==> src/rtl/dtw_pkg.sv <==
package dtw_pkg;
   typedef enum logic [0:0] {
      CH_STRM = 1'b0,
      CH_MEM  = 1'b1
   } dtw_chan_e;

   localparam int unsigned NUM_CH = 2;

   typedef struct packed {
      logic run;
      logic restart;
      logic pause;
   } dtw_ctl_t;
endpackage

==> src/rtl/dtw_prescaler.sv <==
module dtw_prescaler #(
   parameter int unsigned DIV = 4096
) (
   input  logic clk,
   input  logic rst_n,
   input  logic en,
   output logic tick
);
   if (DIV < 1) begin : g_bad_div
      $error("dtw_prescaler: DIV must be at least 1");
   end

   if (DIV == 1) begin : g_direct
      assign tick = en;
   end else begin : g_count
      localparam int unsigned CW = $clog2(DIV);
      localparam logic [CW-1:0] LAST = CW'(DIV - 1);
      logic [CW-1:0] phase_q;

      always_ff @(posedge clk or negedge rst_n) begin
         if (!rst_n) begin
            phase_q <= '0;
         end else if (!en) begin
            phase_q <= '0;
         end else if (phase_q == LAST) begin
            phase_q <= '0;
         end else begin
            phase_q <= phase_q + 1'b1;
         end
      end

      assign tick = en && (phase_q == LAST);


      tick_spacing_chk: assert property (@(posedge clk) disable iff (!rst_n)
         tick |=> !tick);
   end
endmodule

==> src/rtl/dtw_timer.sv <==
module dtw_timer #(
   parameter int unsigned LIMIT_W = 12
) (
   input  logic               clk,
   input  logic               rst_n,
   input  logic               en,
   input  logic               tick,
   input  logic               run,
   input  logic               restart,
   input  logic               pause,
   input  logic               clr,
   input  logic [LIMIT_W-1:0] limit,
   output logic               expired
);
   logic [LIMIT_W-1:0] cnt_q;
   logic               flag_q;
   logic               step;
   logic               at_limit;

   assign step     = en && tick && run;
   assign at_limit = (cnt_q == limit);

   always_ff @(posedge clk or negedge rst_n) begin
      if (!rst_n) begin
         cnt_q  <= '0;
         flag_q <= 1'b0;
      end else if (clr) begin
         cnt_q  <= '0;
         flag_q <= 1'b0;
      end else if (flag_q || pause) begin
         cnt_q  <= cnt_q;
      end else if (restart) begin
         cnt_q  <= '0;
      end else if (step) begin
         if (at_limit) begin
            flag_q <= 1'b1;
         end else begin
            cnt_q  <= cnt_q + 1'b1;
         end
      end
   end

   assign expired = flag_q;


   flag_sticky_chk: assert property (@(posedge clk) disable iff (!rst_n)
      (expired && !clr) |=> expired);

   clear_drop_chk: assert property (@(posedge clk) disable iff (!rst_n)
      clr |=> !expired);

   pause_freeze_chk: assert property (@(posedge clk) disable iff (!rst_n)
      (pause && !clr) |=> $stable(cnt_q));

   disabled_hold_chk: assert property (@(posedge clk) disable iff (!rst_n)
      (!en && !restart && !clr) |=> $stable(cnt_q));

   rise_on_tick_chk: assert property (@(posedge clk) disable iff (!rst_n)
      $rose(expired) |-> $past(tick));
endmodule

==> src/rtl/dma_timeout_watchdog.sv <==
module dma_timeout_watchdog #(
   parameter int unsigned LIMIT_W      = 12,
   parameter int unsigned PRESCALE_DIV = 4096
) (
   input  logic               clk,
   input  logic               rst_n,
   input  logic               tmo_en,
   input  logic [LIMIT_W-1:0] tmo_limit,
   input  logic               strm_valid,
   input  logic               strm_ready,
   input  logic               rd_outstanding,
   input  logic               rd_last,
   input  logic               hold_strm,
   input  logic               hold_mem,
   input  logic               flag_clr,
   output logic               strm_timeout,
   output logic               mem_timeout
);
   import dtw_pkg::*;

   if (LIMIT_W < 2) begin : g_bad_width
      $error("dma_timeout_watchdog: LIMIT_W must be at least 2");
   end

   localparam logic [LIMIT_W-1:0] CLR_CODE = '1;

   logic                  tick;
   logic                  clr_all;
   dtw_ctl_t [NUM_CH-1:0] ctl;
   logic     [NUM_CH-1:0] expired;

   assign clr_all = flag_clr || (tmo_limit == CLR_CODE);

   always_comb begin
      ctl[CH_STRM].run     = strm_valid && !strm_ready;
      ctl[CH_STRM].restart = !(strm_valid && !strm_ready);
      ctl[CH_STRM].pause   = hold_strm;
      ctl[CH_MEM].run      = rd_outstanding;
      ctl[CH_MEM].restart  = rd_last;
      ctl[CH_MEM].pause    = hold_mem;
   end

   dtw_prescaler #(.DIV(PRESCALE_DIV)) u_presc (
      .clk  (clk),
      .rst_n(rst_n),
      .en   (tmo_en),
      .tick (tick)
   );

   for (genvar ch = 0; ch < NUM_CH; ch++) begin : g_timer
      dtw_timer #(.LIMIT_W(LIMIT_W)) u_timer (
         .clk    (clk),
         .rst_n  (rst_n),
         .en     (tmo_en),
         .tick   (tick),
         .run    (ctl[ch].run),
         .restart(ctl[ch].restart),
         .pause  (ctl[ch].pause),
         .clr    (clr_all),
         .limit  (tmo_limit),
         .expired(expired[ch])
      );
   end

   assign strm_timeout = expired[CH_STRM];
   assign mem_timeout  = expired[CH_MEM];


   reserved_limit_chk: assert property (@(posedge clk) disable iff (!rst_n)
      (tmo_limit == CLR_CODE) |=> !(strm_timeout || mem_timeout));
endmodule

==> config.mk <==
export PLATFORM = sky130hd
export DESIGN_NAME = dma_timeout_watchdog
export DESIGN_NICKNAME = d
export VERILOG_FILES = /design/src/rtl/dtw_pkg.sv /design/src/rtl/dtw_prescaler.sv /design/src/rtl/dtw_timer.sv /design/src/rtl/dma_timeout_watchdog.sv
export SDC_FILE = /design/constraint.sdc
export NUM_CORES = 1
export LEC_CHECK = 0
export BUFFER_PORTS_ARGS = -buffer_cell sky130_fd_sc_hd__buf_4
export CORE_UTILIZATION = 64
export DETAILED_ROUTE_END_ITERATION = 8
export MAX_ROUTING_LAYER = met4
export PLACE_DENSITY_LB_ADDON = 0.3
export SLEW_MARGIN = 20
export SYNTH_ARGS = -nofsm -noshare
export SYNTH_HDL_FRONTEND = slang
export SYNTH_HIERARCHICAL = 1
export SYNTH_SLANG_ARGS = --single-unit
==> constraint.sdc <==
create_clock -name clk -period 7.8 [get_ports clk]
set_input_delay 0.78 -clock clk [delete_from_list [all_inputs] [get_ports clk]]
set_output_delay 0.78 -clock clk [all_outputs]
set_load 0.02 [all_outputs]
# Yosys cells after proc, flatten, opt, wreduce, memory -nomap -nowiden

Cells that the tools add are included.

Register bits after elaboration: 38
Input port bits: 22
Output and inout bits: 2
Logic and storage cells: 59

Add/subtract/negate cells: 3
Equality and inequality tests: 10
Mux-type cells: 22
Reductions and logical operators: 19

Operators by type and width:

| operator                | number |
|---|---|
| $mux W12                | 12 |
| $add A12 B1 Y12 const B | 3 |
| $eq A12 B12 Y1          | 2 |
| $eq A12 B12 Y1 const B  | 2 |
| $mux W1                 | 10 |
| $reduce_bool A2 Y1      | 5 |
| $ne A3 B3 Y1 const B    | 3 |
| $reduce_and A4 Y1       | 2 |
| $reduce_and A3 Y1       | 2 |
| $logic_and A1 B1 Y1     | 5 |
| $ne A2 B2 Y1 const B    | 2 |
| $logic_or A1 B1 Y1      | 3 |
| $reduce_bool A3 Y1      | 1 |
| $ne A2 B1 Y1 const B    | 1 |
| $logic_not A1 Y1        | 1 |

# Logic depth before layout (Yosys ltp)

Gate-level depths: netlist of the first run.

Depth after elaboration: 8
Gate-level depth with buffers: 9
Depth with buffers taken out: 9

# Cells and area by module

Netlist of the first run, hierarchy kept.

Modules (own cells, without submodules):

| module               | times used | cells each | area an instance (um^2) | sequential area each (um^2) |
|---|---|---|---|---|
| dtw_timer            | 2          | 108        | 913.4                   | 325.3 |
| dtw_prescaler        | 1          | 60         | 603.1                   | 300.3 |
| dma_timeout_watchdog | 1          | 7          | 40.0                    | 0.0 |

# Worst setup path after synthesis of the first run

OpenSTA, ideal clock, no wires.

Path type: reg2reg
From: reg u_presc.g_count.phase_q[0]
To: reg g_timer[0].u_timer.cnt_q[8]
Library setup time: 0.070 ns
Data arrival time: 2.771 ns
Data required time: 7.730 ns
Slack: 4.959 ns
Cell stages (with the launch flop): 10
Buffers on the path: 0
Clock period less this slack: 2.841 ns
Path through: dfrtp_1 -> ha_1 -> nand3_4 -> or4_1 -> nor2_1 -> nand3_1 -> or2_2 -> a31oi_1 -> or4b_2 -> nand3_1

Cells in the longest elaborated chain, start to end: 6

RTL lines:

| element                            | line                       | RTL |
|---|---|---|
| start, declared                    | dtw_prescaler.sv:18        | `logic [CW-1:0] phase_q;` |
| start signal, assigned             | dtw_prescaler.sv:28        | `phase_q <= phase_q + 1'b1;` |
| $eq A12 B12 Y1                     | dtw_prescaler.sv:32        | `assign tick = en && (phase_q == LAST);` |
| $logic_and A1 B1 Y1                | dtw_prescaler.sv:32        |  |
| named net tick                     | dma_timeout_watchdog.sv:27 | `logic tick;` |
| $logic_and A1 B1 Y1 (2 in a row)   | dtw_timer.sv:20            | `assign step = en && tick && run;` |
| $ne A3 B3 Y1 (no source line)      | --                         |  |
| $reduce_and A3 Y1 (no source line) | --                         |  |
| end signal, assigned               | dtw_timer.sv:31            | `cnt_q <= cnt_q;` |
| end signal, assigned               | dtw_timer.sv:38            | `cnt_q <= cnt_q + 1'b1;` |
| end, declared                      | dtw_timer.sv:15            | `logic [LIMIT_W-1:0] cnt_q;` |

The timed path passes the listed nets, and every way through them passes these cells.
A chain may end at the register's enable or synchronous reset.

# Final worst setup path of the first run

Same ends and word-level chain as after synthesis.

==> reports/results.tsv, run 1 <==
metric	value	unit
outcome	completed	
antenna_left	0	
cts_max_level	2	
num_rows	22	
ys_ff_latch	38	
cts.clk_slew.worst_paths	0.08	ns
place_inst	346	
viasPerCell	6.78	
powerDensity	157	mW/mm^2
hold_class	in2async	
finalSetupTns	0	ns
drt_iter0_markers	309	
ir_drop	0.115	mV
synth_top_area_cell	dfrtp_1	
clk_latency	0.29	ns
max_freq	316	MHz
seq_area	951	sq um
cts_buffers	5	
start_util	0.670	
cp_common_cell	nand3_1	
cts.repair.resized	0	
ys_seq_area_frac	0.385	
multiInputGateArea	0.00145	sq mm
slowest_stage	or4b_2	
setup_viol	0	
die_area	0.00411	sq mm
dp_hpwl	4.53	mm
track_usage	0.335	
synthCells	283	
synth_top_area_share	0.385	
fill_cells	273	
drive_gt1_frac	0.160	
place_congestion	0.912	
critPathKind	reg2reg	
wl_per_cell	17.8	um
final_cell_mix	dfrtp_1 (38), nand2_1 (28), xor2_1 (25), buf_4 (24), nor2_1 (23)	
power_frac_comb	0.087	
place_area	0.00267	sq mm
grt_max_degree	39	
num_vias	2399	
start_kind	register	
clkPwrFrac	0.456	
grt-ovfl-total	0	
drtPass1Iterations	5	
antenna_found_initial	0	
p_leak	1.24	nW
dp_slack	4.69	ns
postCtsSetupRepairBufs	0	
drt-total-wl	6.31	mm
syn_area_per_cell	8.73	sq um
slew_violations	0	
coreArea	0.00369	sq mm
yosysUniqueCellTypes	37	
switching_share	0.224	
rsz0062_at_grt	false	
ctsHoldBuffers	0	
synth_area	0.00247	sq mm
path_max_fanout	10	
cp_cell_sequence	ha_1, nand3_4, or4_1, nor2_1, nand3_1, or2_2, a31oi_1, or4b_2, nand3_1	
period_minus_slack	3.16	ns
critPathCaptureType	register	
area_growth	13.6	%
critPathArrivalTime	3.39	ns
cpPeakStageDelay	0.60	ns
p_int	342	uW
r2r_cells	9	
io_pins	24	
relSlewSlack	0.527	
final_area	0.00281	sq mm
layout.cells.non_filler	354	
drc_errors	0	
hold_viol	0	
n_antenna_cell	0	
grt_pass1_vias	2188	
cts_tree	yes	
synthTopCellsByArea	dfrtp_1 (39%), xor2_1 (8.9%), nand2_1 (4.3%)	
finalCritPeriodShare	0.406	
grt_pass1_wl	10.3	mm
crit_required	8.03	ns
synth_fp_nets	308	
cts.path.max_buffers	2	
numPortBuffers	23	
p_total	441	uW
layout_commonest_cell	dfrtp_1	
nets	330	
power_switching	98.6	uW
die_w	64.1	um
yosys_warnings	6	
cts-root-buf	clkbuf_8	
setup_ws	4.64	ns
max_cap_violations	0	
power_frac_seq	0.457	
clock-sinks	38	
dieHeight	64.1	um
skew	0.00758	ns
worst_slew_pin_slew	0.703	ns
-- registers in the layout, indices dropped and copies added, names as in the netlist --
register / cells
g_timer.u_timer/cnt_q: 24
g_timer.u_timer/expired: 2
u_presc/g_count.phase_q: 12
-- per-stage QoR --
step / utilization / hold slack (ns)
floorplan: - / 0.452
global placement: 0.723 / 0.465
detailed placement: 0.723 / 0.485
CTS: 0.761 / 0.453
global route: 0.761 / 0.474
finish: 0.761 / 0.439
-- synthesized netlist by cell type (all sizes together) --
cell type   n
or4        13
ha          3
nor2       23
inv         6
or4b        2
xnor2       2
o41ai       3
or3         9
a32o        2
o311ai      9
nand2b      4
dfrtp      38
a31o        2
nor3        4
clkbuf      4
a311oi      2
or2         8
nand3      21
a21oi      11
xor2       25
a31oi       6
nand4       9
o22a        6
o211ai      2
o31ai       4
and3        7
buf         5
nor4        8
a21o        2
o21ai      15
nand2      28
-- per-layer routing --
metal	vias to the layer above	track usage	part of all wire
met5	-	-	0
met4	0	0.128	0.029
met3	25	0.0589	0.077
met2	143	0.529	0.48
met1	1117	0.429	0.42
li1	1114	-	-
-- worst paths after layout --
path	start	slack [ns]	end
min	rst_n	0.44	g_timer[1].u_timer/cnt_q[11]
max reg2reg	u_presc/g_count.phase_q[0]	4.64	g_timer[0].u_timer/cnt_q[8]
min reg2reg	u_presc/g_count.phase_q[0]	0.51	u_presc/g_count.phase_q[0]
max	u_presc/g_count.phase_q[0]	4.64	g_timer[0].u_timer/cnt_q[8]
min in group clk	u_presc/g_count.phase_q[0]	0.51	u_presc/g_count.phase_q[0]
max in group asynchronous	rst_n	7.03	g_timer[0].u_timer/cnt_q[5]
-- worst max-delay path, delay by kind of cell (launching register included) --
family                   cells  cell delay (ns)
AND/OR/NAND/NOR              7             2.25
adder cells (fa/ha/maj)      1             0.25
AO/OA/AOI/OAI                1             0.20
flip-flops                   1             0.40
-- layout make-up --
class / instances / share of cell area
clock buffer: 5 / 0.0245
clock inverter: 3 / 0.0245
inverter: 6 / 0.00803
multi-input combinational: 230 / 0.518
sequential: 38 / 0.339
tap: 48 / 0.0214
timing repair buffer: 24 / 0.0642
-- cell families (layout without fill, tap and decap cells) --
kind of cell	Yosys count	after routing	share of synthesized area
and+or+nand+nor	136	136	0.296
AOI/OAI and AO/OA	64	64	0.181
DFF	38	38	0.385
xor gates and xnor gates	27	27	0.0957
buffers and inverters	15	38	0.0263
adders and majority gates	3	3	0.0152
-- power by group through the flow --
| stage | clock (mW) | combinational (mW) | sequential [mW] |
|---|---|---|---|
| after floorplan | 0 | 0.0164 | 0.205 |
| after global placement | 0 | 0.0370 | 0.205 |
| after detailed placement | 0 | 0.0376 | 0.205 |
| after CTS | 0.204 | 0.0380 | 0.201 |
| after global routing | 0.209 | 0.0419 | 0.202 |
| final | 0.201 | 0.0385 | 0.201 |
Power figures use the tool's default switching activity.
==> run 2, diff against run 1 <==
- CORE_UTILIZATION: 64 -> 59
- clock period: 7.8 -> 3.2 ns (I/O delays scaled with it)
==> run 2 against run 1 <==
Effect of this change: the flow now finishes with violations (negative hold slack); critical path depth stayed put; die area is 8.2% higher; worst hold slack worse by 0.45 ns; first-iteration DRC count is 44% lower; sequential power is 140% higher; via count is 4.1% lower; global-route usage is 3.7 points lower; clock power is 56% higher; final cell count is 0.85% higher; clock skew is 0.0028 ns lower; fmax is 7.6% higher; critical path type unchanged; critical endpoint unchanged; highest routed layer unchanged.
==> reports/results.tsv, run 2 (same netlist as run 1, synthesis figures left out) <==
metric	value	unit
critPathLaunch	u_presc/g_count.phase_q[0]	
ir_drop	0.191	mV
coreArea	0.00400	sq mm
grt_pass1_vias	2082	
outcome	finished, violations left	
antenna_found_initial	0	
finalCritPeriodShare	0.919	
cts_buffers	5	
clk_latency	0.29	ns
p_leak	1.22	nW
drt_iter0_markers	172	
drtPass1Iterations	4	
cts.clk_slew.worst_paths	0.07	ns
finalSetupTns	0	ns
critPathCaptureType	register	
start_kind	register	
num_vias	2301	
die_area	0.00445	sq mm
antenna_left	0	
relSlewSlack	0.546	
cts.path.max_buffers	2	
ctsHoldBuffers	0	
dp_hpwl	4.26	mm
critPathArrivalTime	3.16	ns
hold_class	in2async	
grt-ovfl-total	0	
nets	332	
worst_slew_pin_slew	0.677	ns
crit_required	3.42	ns
final_cell_mix	dfrtp_1 (38), nand2_1 (28), buf_4 (26), xor2_1 (25), nor2_1 (23)	
violations	negative hold slack	
grt_pass1_wl	9.63	mm
cts_max_level	2	
top_register	g_timer.u_timer/cnt_q	
rsz0062_at_grt	false	
multiInputGateArea	0.00146	sq mm
critPathKind	reg2reg	
largest_reg_flops	24	
path_max_fanout	10	
drc_errors	0	
viasPerCell	6.45	
num_rows	23	
area_growth	12.1	%
die_w	66.7	um
slew_violations	0	
r2r_start	u_presc/g_count.phase_q[0]	
hold_viol	18	
postCtsSetupRepairBufs	0	
wl_per_cell	16.5	um
fill_cells	343	
powerDensity	323	mW/mm^2
cts.repair.resized	0	
drive_gt1_frac	0.166	
drt-total-wl	5.89	mm
grt_max_degree	39	
final_area	0.00277	sq mm
max_cap_violations	0	
layout_commonest_cell	dfrtp_1	
setup_viol	0	
start_util	0.617	
n_antenna_cell	0	
dieHeight	66.7	um
place_congestion	0.981	
numPortBuffers	23	
clock-sinks	38	
seq_area	951	sq um
cts_tree	yes	
io_pins	24	
max_freq	340	MHz
post-route-util	0.692	
period_minus_slack	2.94	ns
track_usage	0.298	
place_area	0.00269	sq mm
fin_hold_ws	-0.0133	ns
cts-root-buf	clkbuf_8	
skew	0.00476	ns
-- run 2: changes by cell type in the layout (fill, tap and decap cells not counted) --
cell,previous run,this run
o31ai_2,0,1
o31ai_1,4,3
clkinv_2,0,2
buf_4,24,26
bufinv_16,2,0
clkinv_4,1,0
-- run 2: worst paths after layout --
path	to	slack, ns	depth (start not counted)
max	g_timer[0].u_timer/cnt_q[8]	0.26	9
min in group clk	u_presc/g_count.phase_q[1]	0.34	2
max reg2reg	g_timer[0].u_timer/cnt_q[8]	0.26	9
max in group asynchronous	g_timer[0].u_timer/cnt_q[9]	2.87	1
min reg2reg	u_presc/g_count.phase_q[0]	0.50	1
min	u_presc/g_count.phase_q[7]	-0.01	1
-- run 2: through the flow --
| stage | total power [mW] | cells | setup WS, ns |
|---|---|---|---|
| finish | 0.895 | 357 | 0.260 |
| CTS | 0.906 | 357 | 0.260 |
| global placement | 0.587 | 350 | 0.399 |
| detailed placement | 0.589 | 350 | 0.300 |
| floorplan | 0.539 | 283 | 0.359 |
| global route | 0.931 | 357 | 0.102 |
-- run 2: layout make-up --
cell class / count / area share
Timing Repair Buffer: 26 / 0.0705
Clock inverter: 2 / 0.00361
Multi-Input combinational cell: 230 / 0.527
Tap cell: 50 / 0.0226
Clock buffer: 5 / 0.0249
Sequential cell: 38 / 0.343
Inverter: 6 / 0.00813
-- run 2: critical path, cell delays in order, from the launching register on --
cell	delay, ns
dfrtp_1	0.40
ha_1	0.25
nand3_4	0.15
or4_1	0.55
nor2_1	0.15
nand3_1	0.12
or2_2	0.36
a31oi_1	0.19
or4b_2	0.61
nand3_1	0.10
-- run 2: report_power, final --
part / leakage (nW) / switching (mW) / internal (mW)
Sequential: 0.527 / 0.00542 / 0.485
Combinational: 0.652 / 0.0550 / 0.0357
Clock: 0.0438 / 0.168 / 0.146
Total: 1.22 / 0.228 / 0.667
-- run 2: layer usage --
layer | global-route usage | wire [um] | share of wire
met2 | 0.429 | 2710 | 0.46
met4 | 0.117 | 106 | 0.018
met1 | 0.409 | 2740 | 0.46
met3 | 0.0599 | 333 | 0.057
met5 | - | 0 | 0
==> run 3, diff against run 2 <==
- CTS_CLUSTER_SIZE: default -> 20
- PLACE_DENSITY: default -> 0.89
- PLACE_DENSITY_LB_ADDON: 0.3 -> default
- SYNTH_HIERARCHICAL: 1 -> default
==> run 3 against run 2 <==
Effect of this change: the run now ends clean; register-to-register slack better by 0.42 ns; non-clock buffer count fell by 1; sequential share of layout area rose by 0.96 points; synthesized area decreased by 5.2%; fmax increased by 17%; synthesized cell count decreased by 11%; clock skew grew 0.00085 ns.
==> reports/results.tsv, run 3 <==
metric	value	unit
place_congestion	0.921	
synth_top_area_share	0.406	
area_growth	15.1	%
fill_cells	293	
drc_errors	0	
synth_area	0.00234	sq mm
num_vias	2112	
yosysUniqueCellTypes	43	
die_w	65.0	um
endpoint	g_timer[0].u_timer.cnt_q[10]	
multiInputGateArea	0.00132	sq mm
critPathKind	reg2reg	
grt-ovfl-total	0	
worstHoldPathCells	3	
max_cap_violations	0	
grt_pass1_wl	9.29	mm
grt_max_degree	39	
relSlewSlack	0.473	
drt_iter0_markers	127	
clock-sinks	38	
dieHeight	65.0	um
place_area	0.00255	sq mm
synth.most_common_cell	dfrtp_1	
num_rows	22	
rrSetupSlack	0.68	ns
critPathArrivalTime	2.72	ns
hold_class	in2reg	
synth_edf_count	0	
coreArea	0.00374	sq mm
layout_commonest_cell	dfrtp_1	
synthCells	252	
outcome	completed	
nets	302	
start_util	0.625	
p_leak	1.11	nW
rsz0062_at_grt	false	
drtPass1Iterations	4	
hold_viol	0	
synth_top_area_cell	dfrtp_1	
skew	0.00561	ns
viasPerCell	6.48	
drive_gt1_frac	0.144	
ir_drop	0.283	mV
post-route-util	0.720	
r2r-end	g_timer[0].u_timer.cnt_q[10]	
clk_latency	0.29	ns
max_freq	397	MHz
critPathLaunch	u_presc.g_count.phase_q[0]	
period_minus_slack	2.52	ns
cp_num_buf_inv	0	
n_antenna_cell	0	
syn_area_per_cell	9.29	sq um
r2r_cells	6	
grt_pass1_vias	1949	
crit_required	3.40	ns
async_flop_share	1.00	
cp.depth	6	
cts.repair.resized	0	
cts_buffers	5	
cp_top_family	simple AND/OR/NAND/NOR gates	
slowest_stage	or3_1	
final_area	0.00269	sq mm
die_area	0.00422	sq mm
finalCritPeriodShare	0.787	
slew_violations	0	
r2r_start	u_presc.g_count.phase_q[0]	
cts-root-buf	clkbuf_8	
synth_fp_nets	277	
synthTopCellsByArea	dfrtp_1 (41%), xnor2_1 (6.0%), xor2_1 (6.0%)	
numPortBuffers	23	
dp_hpwl	3.94	mm
antenna_found_initial	0	
cp_cell_sequence	ha_1, nand3_4, nor4_4, o31ai_2, or3_1, o41ai_2	
ys_ff_latch	38	
ys.flop_type	dfrtp_1	
wl_per_cell	16.7	um
io_pins	24	
setup_viol	0	
cts_tree	yes	
powerDensity	396	mW/mm^2
track_usage	0.297	
cts.clk_slew.worst_paths	0.08	ns
critPathCaptureType	register	
yosys_warnings	0	
hp-start	flag_clr	
yosys-top-cells-count	dfrtp_1 (38), nor2_1 (22), a31oi_1 (17)	
cts_max_level	2	
seq_area	951	sq um
finalSetupTns	0	ns
largest_reg_flops	24	
path_max_fanout	14	
fin_hold_ws	0.332	ns
top_register	g_timer.u_timer.cnt_q	
start_kind	register	
cpPeakStageDelay	0.57	ns
drt-total-wl	5.45	mm
final_cell_mix	dfrtp_1 (38), buf_4 (24), nor2_1 (22), a31oi_1 (17)	
antenna_left	0	
ys_seq_area_frac	0.406	
cts.path.max_buffers	2	
worst_slew_pin_slew	0.786	ns
-- run 3: changes by cell type in the layout (fill, tap and decap cells not counted), sizes merged, moves of 9 or more --
cell and change:
or4 -11, nand2 -12, xnor2 +14, a31oi +11, o21ai -11, xor2 -9
-- run 3: routing by layer --
metal,vias to the layer above,global-route usage,wire (um)
li1,999,-,-
met1,1037,0.410,2550
met2,69,0.451,2560
met3,7,0.0581,267
met4,0,0.0667,65
met5,-,-,0
-- run 3: area by class of cell --
type,count,share of cell area
tap,48,0.0223
multi-input combinational,197,0.489
clock inverter,3,0.0255
inverter,10,0.0139
sequential,38,0.353
clock buffer,5,0.0255
timing repair buffer,25,0.0706
-- run 3: worst min path at each step --
stage	to	slack (ns)
floorplan	g_timer[0].u_timer.cnt_q[0]	0.02
global placement	u_presc.g_count.phase_q[8]	0.31
detailed placement	u_presc.g_count.phase_q[2]	0.31
CTS	g_timer[1].u_timer.expired	0.32
global route	g_timer[1].u_timer.expired	0.34
finish	g_timer[1].u_timer.expired	0.33
-- run 3: logic make-up after synthesis --
family,count (synthesis),share of synthesized area
AO/OA/AOI/OAI,53,0.167
flip-flops,38,0.406
buffers and inverters,17,0.0310
AND/OR/NAND/NOR,106,0.247
adder cells (fa/ha/maj),3,0.0160
multiplexers,3,0.0134
XOR/XNOR,32,0.120
-- run 3: repair_timing --
action | CTS | global route
endpoints found under the hold margin | 37 | 0
hold buffers | 1 | 0
buffers inserted | 0 | 0
-- run 3: worst reg2reg max path, cell delays in order, from the launching register on --
cell,delay (ns)
dfrtp_1,0.41
ha_1,0.25
nand3_4,0.12
nor4_4,0.45
o31ai_2,0.28
or3_1,0.57
o41ai_2,0.34
-- run 3: where the power goes --
group | total, mW | switching (mW) | internal (mW) | leakage, nW
registers | 0.486 | 0.00352 | 0.483 | 0.529
logic | 0.0890 | 0.0525 | 0.0365 | 0.516
clock network | 0.493 | 0.180 | 0.312 | 0.0683
total | 1.07 | 0.236 | 0.832 | 1.11
-- run 3: stage by stage --
stage | cells | power [mW] | setup WS (ns)
6_report | 326 | 1.07 | 0.683
5_1_grt | 326 | 1.11 | 0.490
4_1_cts | 326 | 1.07 | 0.666
3_5_place_dp | 317 | 0.583 | 0.697
3_3_place_gp | 317 | 0.580 | 0.765
2_1_floorplan | 252 | 0.534 | 1.09
